==> src/rtl/npc_pkg.sv <==
package npc_pkg;

    typedef enum logic [3:0] {
        S_IDLE,
        S_CMD,
        S_CMD_HOLD,
        S_COL,
        S_ROW_LO,
        S_ROW_HI,
        S_ADR_HOLD,
        S_BUSY_WAIT,
        S_XFER,
        S_ADVANCE
    } npc_state_e;

    localparam logic [7:0] NPC_READ_CMD = 8'h00;
    localparam int         NPC_PAGE_BYTES = 512;

endpackage

==> src/rtl/npc_settle_timer.sv <==
module npc_settle_timer #(
    parameter int SETTLE = 20
) (
    input  logic clk,
    input  logic rst_n,
    input  logic load,
    output logic expired
);
    localparam int CW = $clog2(SETTLE + 1);
    localparam logic [CW-1:0] RELOAD = CW'(SETTLE - 1);

    logic [CW-1:0] cnt;

    always_ff @(posedge clk) begin
        if (!rst_n) begin
            cnt <= '0;
        end else if (load) begin
            cnt <= RELOAD;
        end else if (cnt != '0) begin
            cnt <= cnt - 1'b1;
        end
    end

    assign expired = (cnt == '0);


    reload_chk: assert property (@(posedge clk) disable iff (!rst_n)
        load |=> !expired);

endmodule

==> src/rtl/npc_cursor.sv <==
module npc_cursor #(
    parameter int BUS_W      = 16,
    parameter int ADDR_W     = 16,
    parameter int OFF_W      = 24,
    parameter int CNT_W      = 16,
    parameter int PAGE_XFERS = 256,
    parameter int PAGE_BYTES = 512
) (
    input  logic              clk,
    input  logic              rst_n,
    input  logic              load,
    input  logic              step_xfer,
    input  logic              step_page,
    input  logic [ADDR_W-1:0] dst_base,
    input  logic [OFF_W-1:0]  src_off,
    input  logic [CNT_W-1:0]  byte_cnt,
    output logic [ADDR_W-1:0] ram_addr,
    output logic [OFF_W-1:0]  flash_off,
    output logic              more_pages,
    output logic              xfer_last
);
    localparam int IW = $clog2(PAGE_XFERS);
    localparam logic [ADDR_W-1:0] ADDR_STEP = ADDR_W'(BUS_W / 8);
    localparam logic [OFF_W-1:0]  OFF_STEP  = OFF_W'(PAGE_XFERS);
    localparam logic [CNT_W:0]    CNT_STEP  = (CNT_W+1)'(PAGE_BYTES);
    localparam logic [IW-1:0]     LAST_IDX  = IW'(PAGE_XFERS - 1);

    logic [OFF_W-1:0] start_off;
    logic [CNT_W:0]   remain;
    logic [CNT_W:0]   remain_nx;
    logic [IW-1:0]    idx;

    generate
        if (BUS_W == 16) begin : g_word
            assign start_off = src_off >> 1;
        end else begin : g_byte
            assign start_off = src_off;
        end
    endgenerate

    always_ff @(posedge clk) begin
        if (!rst_n) begin
            ram_addr  <= '0;
            flash_off <= '0;
            remain    <= '0;
            idx       <= '0;
        end else if (load) begin
            ram_addr  <= dst_base;
            flash_off <= start_off;
            remain    <= {1'b0, byte_cnt};
            idx       <= '0;
        end else begin
            if (step_xfer) begin
                ram_addr <= ram_addr + ADDR_STEP;
                idx      <= idx + 1'b1;
            end
            if (step_page) begin
                flash_off <= flash_off + OFF_STEP;
                remain    <= remain_nx;
                idx       <= '0;
            end
        end
    end

    assign remain_nx  = remain - CNT_STEP;
    assign more_pages = ~remain_nx[CNT_W];
    assign xfer_last  = (idx == LAST_IDX);


    ram_step_chk: assert property (@(posedge clk) disable iff (!rst_n)
        (step_xfer && !xfer_last) |=> (ram_addr == $past(ram_addr) + ADDR_STEP));

endmodule

==> src/rtl/nand_page_copier.sv <==
module nand_page_copier
    import npc_pkg::*;
#(
    parameter int BUS_W  = 16,
    parameter int ADDR_W = 16,
    parameter int OFF_W  = 24,
    parameter int CNT_W  = 16,
    parameter int SETTLE = 20
) (
    input  logic              clk,
    input  logic              rst_n,
    input  logic              start,
    input  logic [ADDR_W-1:0] dst_base,
    input  logic [OFF_W-1:0]  src_off,
    input  logic [CNT_W-1:0]  byte_cnt,
    output logic              done,
    output logic              nand_ce_n,
    output logic              nand_cle,
    output logic              nand_ale,
    output logic              nand_wr,
    output logic              nand_rd,
    output logic [BUS_W-1:0]  nand_dout,
    input  logic [BUS_W-1:0]  nand_din,
    input  logic              nand_rb,
    output logic              ram_we,
    output logic [ADDR_W-1:0] ram_addr,
    output logic [BUS_W-1:0]  ram_wdata
);
    localparam int PAGE_XFERS = (BUS_W == 16) ? 256 : 512;

    npc_state_e       state, state_nx;
    logic             done_q;
    logic             settle_load, settled;
    logic             more_pages, xfer_last;
    logic [OFF_W-1:0] flash_off;
    logic             take_start;

    assign take_start  = (state == S_IDLE) && start;
    assign settle_load = (state == S_CMD) || (state == S_ROW_HI);

    npc_settle_timer #(.SETTLE(SETTLE)) u_timer (
        .clk     (clk),
        .rst_n   (rst_n),
        .load    (settle_load),
        .expired (settled)
    );

    npc_cursor #(
        .BUS_W      (BUS_W),
        .ADDR_W     (ADDR_W),
        .OFF_W      (OFF_W),
        .CNT_W      (CNT_W),
        .PAGE_XFERS (PAGE_XFERS),
        .PAGE_BYTES (NPC_PAGE_BYTES)
    ) u_cursor (
        .clk        (clk),
        .rst_n      (rst_n),
        .load       (take_start),
        .step_xfer  (state == S_XFER),
        .step_page  (state == S_ADVANCE),
        .dst_base   (dst_base),
        .src_off    (src_off),
        .byte_cnt   (byte_cnt),
        .ram_addr   (ram_addr),
        .flash_off  (flash_off),
        .more_pages (more_pages),
        .xfer_last  (xfer_last)
    );

    // state register and done flag
    always_ff @(posedge clk) begin
        if (!rst_n) begin
            state  <= S_IDLE;
            done_q <= 1'b0;
        end else begin
            state <= state_nx;
            if (take_start) begin
                done_q <= 1'b0;
            end else if (state == S_ADVANCE && !more_pages) begin
                done_q <= 1'b1;
            end
        end
    end

    always_comb begin
        state_nx = state;
        unique case (state)
            S_IDLE:      if (start) state_nx = S_CMD;
            S_CMD:       state_nx = S_CMD_HOLD;
            S_CMD_HOLD:  if (settled) state_nx = S_COL;
            S_COL:       state_nx = S_ROW_LO;
            S_ROW_LO:    state_nx = S_ROW_HI;
            S_ROW_HI:    state_nx = S_ADR_HOLD;
            S_ADR_HOLD:  if (settled) state_nx = S_BUSY_WAIT;
            S_BUSY_WAIT: if (nand_rb) state_nx = S_XFER;
            S_XFER:      if (xfer_last) state_nx = S_ADVANCE;
            S_ADVANCE:   state_nx = more_pages ? S_CMD : S_IDLE;
            default:     state_nx = S_IDLE;
        endcase
    end

    // outputs
    always_comb begin
        nand_ce_n = 1'b0;
        nand_cle  = 1'b0;
        nand_ale  = 1'b0;
        nand_wr   = 1'b0;
        nand_rd   = 1'b0;
        nand_dout = '0;
        ram_we    = 1'b0;
        unique case (state)
            S_IDLE:      nand_ce_n = 1'b1;
            S_CMD: begin
                nand_cle  = 1'b1;
                nand_wr   = 1'b1;
                nand_dout = BUS_W'(NPC_READ_CMD);
            end
            S_CMD_HOLD:  nand_cle = 1'b1;
            S_COL: begin
                nand_ale = 1'b1;
                nand_wr  = 1'b1;
            end
            S_ROW_LO: begin
                nand_ale  = 1'b1;
                nand_wr   = 1'b1;
                nand_dout = BUS_W'(flash_off[15:8]);
            end
            S_ROW_HI: begin
                nand_ale  = 1'b1;
                nand_wr   = 1'b1;
                nand_dout = BUS_W'(flash_off[23:16]);
            end
            S_ADR_HOLD:  nand_ale = 1'b1;
            S_BUSY_WAIT: ;
            S_XFER: begin
                nand_rd = 1'b1;
                ram_we  = 1'b1;
            end
            S_ADVANCE:   ;
            default:     nand_ce_n = 1'b1;
        endcase
    end

    assign done      = done_q;
    assign ram_wdata = nand_din;


    cmd_byte_chk: assert property (@(posedge clk) disable iff (!rst_n)
        $rose(nand_cle) |-> (nand_wr && !nand_ce_n && nand_dout == '0));


    busy_hold_chk: assert property (@(posedge clk) disable iff (!rst_n)
        (state == S_BUSY_WAIT && !nand_rb) |=> (!nand_rd && !ram_we));


    done_idle_chk: assert property (@(posedge clk) disable iff (!rst_n)
        done |-> (nand_ce_n && !nand_cle && !nand_ale && !nand_rd && !ram_we));


    busy_start_chk: assert property (@(posedge clk) disable iff (!rst_n)
        (state == S_XFER && start) |=> !nand_wr);

endmodule

==> config.mk <==
export PLATFORM = sky130hd
export DESIGN_NAME = nand_page_copier
export DESIGN_NICKNAME = d
export VERILOG_FILES = /design/src/rtl/npc_pkg.sv /design/src/rtl/npc_settle_timer.sv /design/src/rtl/npc_cursor.sv /design/src/rtl/nand_page_copier.sv
export SDC_FILE = /design/constraint.sdc
export NUM_CORES = 1
export LEC_CHECK = 0
export BUFFER_PORTS_ARGS = -buffer_cell sky130_fd_sc_hd__buf_2
export CORE_AREA = 8 8 139 115
export CTS_BUF_LIST = sky130_fd_sc_hd__clkbuf_16
export CTS_CLUSTER_SIZE = 40
export DETAILED_ROUTE_END_ITERATION = 8
export DIE_AREA = 0 0 147 123
export GPL_TIMING_DRIVEN = 0
export PLACE_DENSITY_LB_ADDON = 0.25
export SYNTH_ARGS = -nofsm -noshare
export SYNTH_HDL_FRONTEND = slang
export SYNTH_SLANG_ARGS = --single-unit
==> constraint.sdc <==
create_clock -name clk -period 2.7 [get_ports clk]
set_input_delay 0 -clock clk [delete_from_list [all_inputs] [get_ports clk]]
set_output_delay 0 -clock clk [all_outputs]
set_load 0.05 [all_outputs]
==> run metrics <==
syn_area_per_cell=8.01 sq um; CP Data Required Time=2.88 ns; layout cells sized above 1=0.254; Final nets=637; Gate Count Post-Synth=417; Distinct cells, synth=56; Seq/Total Area, Yosys=0.348; Crit path arrival time=2.52 ns; initial antenna violation count=0; Slew @ Worst Pin=0.748 ns; pin count of the biggest net entering global routing=12; vias in the first global route=3499; # rows=39; cts bufs inserted=9; fin crit share=0.865; placed instance count=696; Overflow after GRT=0; dominant synthesized flop cell=dfxtp_1; IO buf count=88; TritonCTS clock tree=built; synthesized area=0.00334 sq mm; Sinks on Clock Net=58; DRC viols=0; Die Ht=123 um; switching share of power=0.410; Final ANT Viol Nets=0; Setup TNS=0 ns; status=complete, no violations; Critical Path Start Type=flip-flop; IO Pins=131; Post-synth EDFFs=0; half-perimeter wire length after placement=8460 um; Detailed Route WL=11200 um; Final setup violation count=0; Comb power frac=0.397; pwr/cell area=871 mW/mm^2; final non-filler cell total=744; #FFs+latches synth=58; max-cap viol count=0; Syn-to-layout area delta=39.9%; Setup Skew=0.00798 ns; Clk pwr share=0.292; LEAKAGE=1.91 nW; Yosys warnings=0; final hold vios=0; CP max FO=10; RSZ-0062 raised after global routing=false; Setup crit end kind=flip-flop; Via density=4.77; core box area=0.0139 sq mm; 1st-iter DRT viols=238; vias after detailed routing=3547; Fmax=0.428 GHz; Chip Width=147 um; fraction of registers with async set/reset=0; post-CTS setup buffers=0; Worst-path clk slew=0.05 ns; WL/cell=15.0 um; Int Pwr=2.40 mW; clk root buf=clkbuf_16; Die ar.=0.0181 sq mm; GP Congestion=0.834; insertion delay to the later sink of the worst-skew pair=0.33 ns; Pwr Total=4.07 mW; Detailed Routing Iterations Pass 1=4; slew margin rel.=0.497; first-pass GRT wire length=17800 um; Hold Crit Class=input port to flip-flop; overall routing resource usage=0.121; Seq pwr share=0.311; Switch Pwr=1.67 mW; # fillers=1488; CTS max path bufs=2; antenna diode count=0; VDD IR max=0.354 mV; kind of critical path=flip-flop to flip-flop; Initial Util=0.241; Final Max Slew Viols=0; Period minus WS final=2.33 ns; H-tree lvl count=3
## layer usage
metal / vias up / global-route usage / part of all wire
li1: 1763 / - / -
met1: 1649 / 0.165 / 0.49
met2: 127 / 0.182 / 0.43
met3: 8 / 0.0380 / 0.075
met4: 0 / 0.0331 / 0.0065
met5: - / 0 / 0
## sequential cells by signal, indices dropped and copies added, names as in the netlist
| signal | cells |
|---|---|
| u_cursor.flash_off | 16 |
| state | 4 |
| done | 1 |
| u_timer.cnt | 5 |
| u_cursor.ram_addr | 16 |
| u_cursor.remain | 8 |
| u_cursor.idx | 8 |
## worst paths after layout
path,cells after the start,slack (ns),end,from
setup / recovery,7,0.37,u_cursor.remain[15],state[0]
hold / removal,3,0.02,u_cursor.flash_off[16],src_off[17]
setup reg to reg,7,0.37,u_cursor.remain[15],state[0]
hold reg to reg,2,0.44,done,done
## layout by cell type, fill, tap and decap left out, types with 10 or more instances in the layout
cell type,instances
o21ai_0,30
xor2_1,14
clkbuf_1,17
a31oi_1,12
or4_1,11
nand4_1,10
buf_4,26
nand2_1,21
dlygate4sd3_1,32
dfxtp_1,58
inv_1,13
nor3_1,10
a21oi_1,28
nor2_1,46
nand3_1,19
buf_2,92
## worst max-delay path, cell delays in order (launching register included)
cell      delay, ns
dfxtp_1        0.30
buf_2          0.18
nor4_2         0.65
nand2_1        0.14
clkbuf_1       0.26
clkbuf_1       0.36
o21ai_0        0.26
a21oi_1        0.06
## power by group through the flow
stage / registers (mW) / clock network [mW] / logic [mW]
2_1_floorplan: 1.43 / 0 / 1.00
3_3_place_gp: 1.27 / 0 / 1.56
3_5_place_dp: 1.27 / 0 / 1.58
4_1_cts: 1.26 / 1.21 / 1.62
5_1_grt: 1.29 / 1.25 / 1.77
6_report: 1.27 / 1.19 / 1.62
## cell usage after synthesis, drive strengths merged, types with 4 or more instances
cell    count  share of area
xnor2       9          0.024
nor3       10          0.015
o21ai      30          0.045
nand4      10          0.019
xor2       14          0.037
clkbuf     17          0.019
buf        34          0.069
nor4        4         0.0075
or3         4         0.0075
a21oi      28          0.042
mux2i       9          0.027
nand3      20          0.034
nor2       46          0.052
a31oi      12          0.022
a221oi      4          0.010
and3        4         0.0075
or4        11          0.025
dfxtp      58           0.35
ha          6          0.022
inv        13          0.015
o31ai       8          0.018
nand2      21          0.024
## kinds of logic after synthesis
logic type / after synthesis / share of synthesized area
xor+xnor: 23 / 0.0603
other cells: 1 / 0.00112
mux: 10 / 0.0303
fa+ha+maj: 6 / 0.0225
buf+inv: 66 / 0.105
compound gates: 104 / 0.195
flops: 58 / 0.348
simple gates: 149 / 0.238
## layout make-up
cell class	instances	area [sq um]	share of cell area
well taps	184	230	0.0493
clock inverters	7	83.8	0.0179
multi-input cells	300	1860	0.398
flip-flops and latches	58	1160	0.249
repair buffers	120	761	0.163
inverters	15	57.6	0.0123
clock buffers	9	225	0.0482
plain buffers	51	294	0.0629
## metrics by stage
step	utilization	worst slack [ns]	hold WS [ns]	cell area [sq um]
floorplan	-	0.531	0.136	3370
global placement	0.291	0.105	0.249	4040
detailed placement	0.291	0.0347	0.250	4040
CTS	0.336	0.0414	0.000822	4660
global route	0.337	0.0637	0.0210	4670
finish	0.337	0.366	0.0202	4670
## repair_timing
| item | in CTS | in global routing |
|---|---|---|
| setup endpoints to repair | 0 | 44 |
| hold buffers | 31 | 1 |
| gates resized for setup | 0 | 1 |
| hold endpoints to repair | 31 | 1 |
No activity file was read; power rests on OpenSTA's default activity.
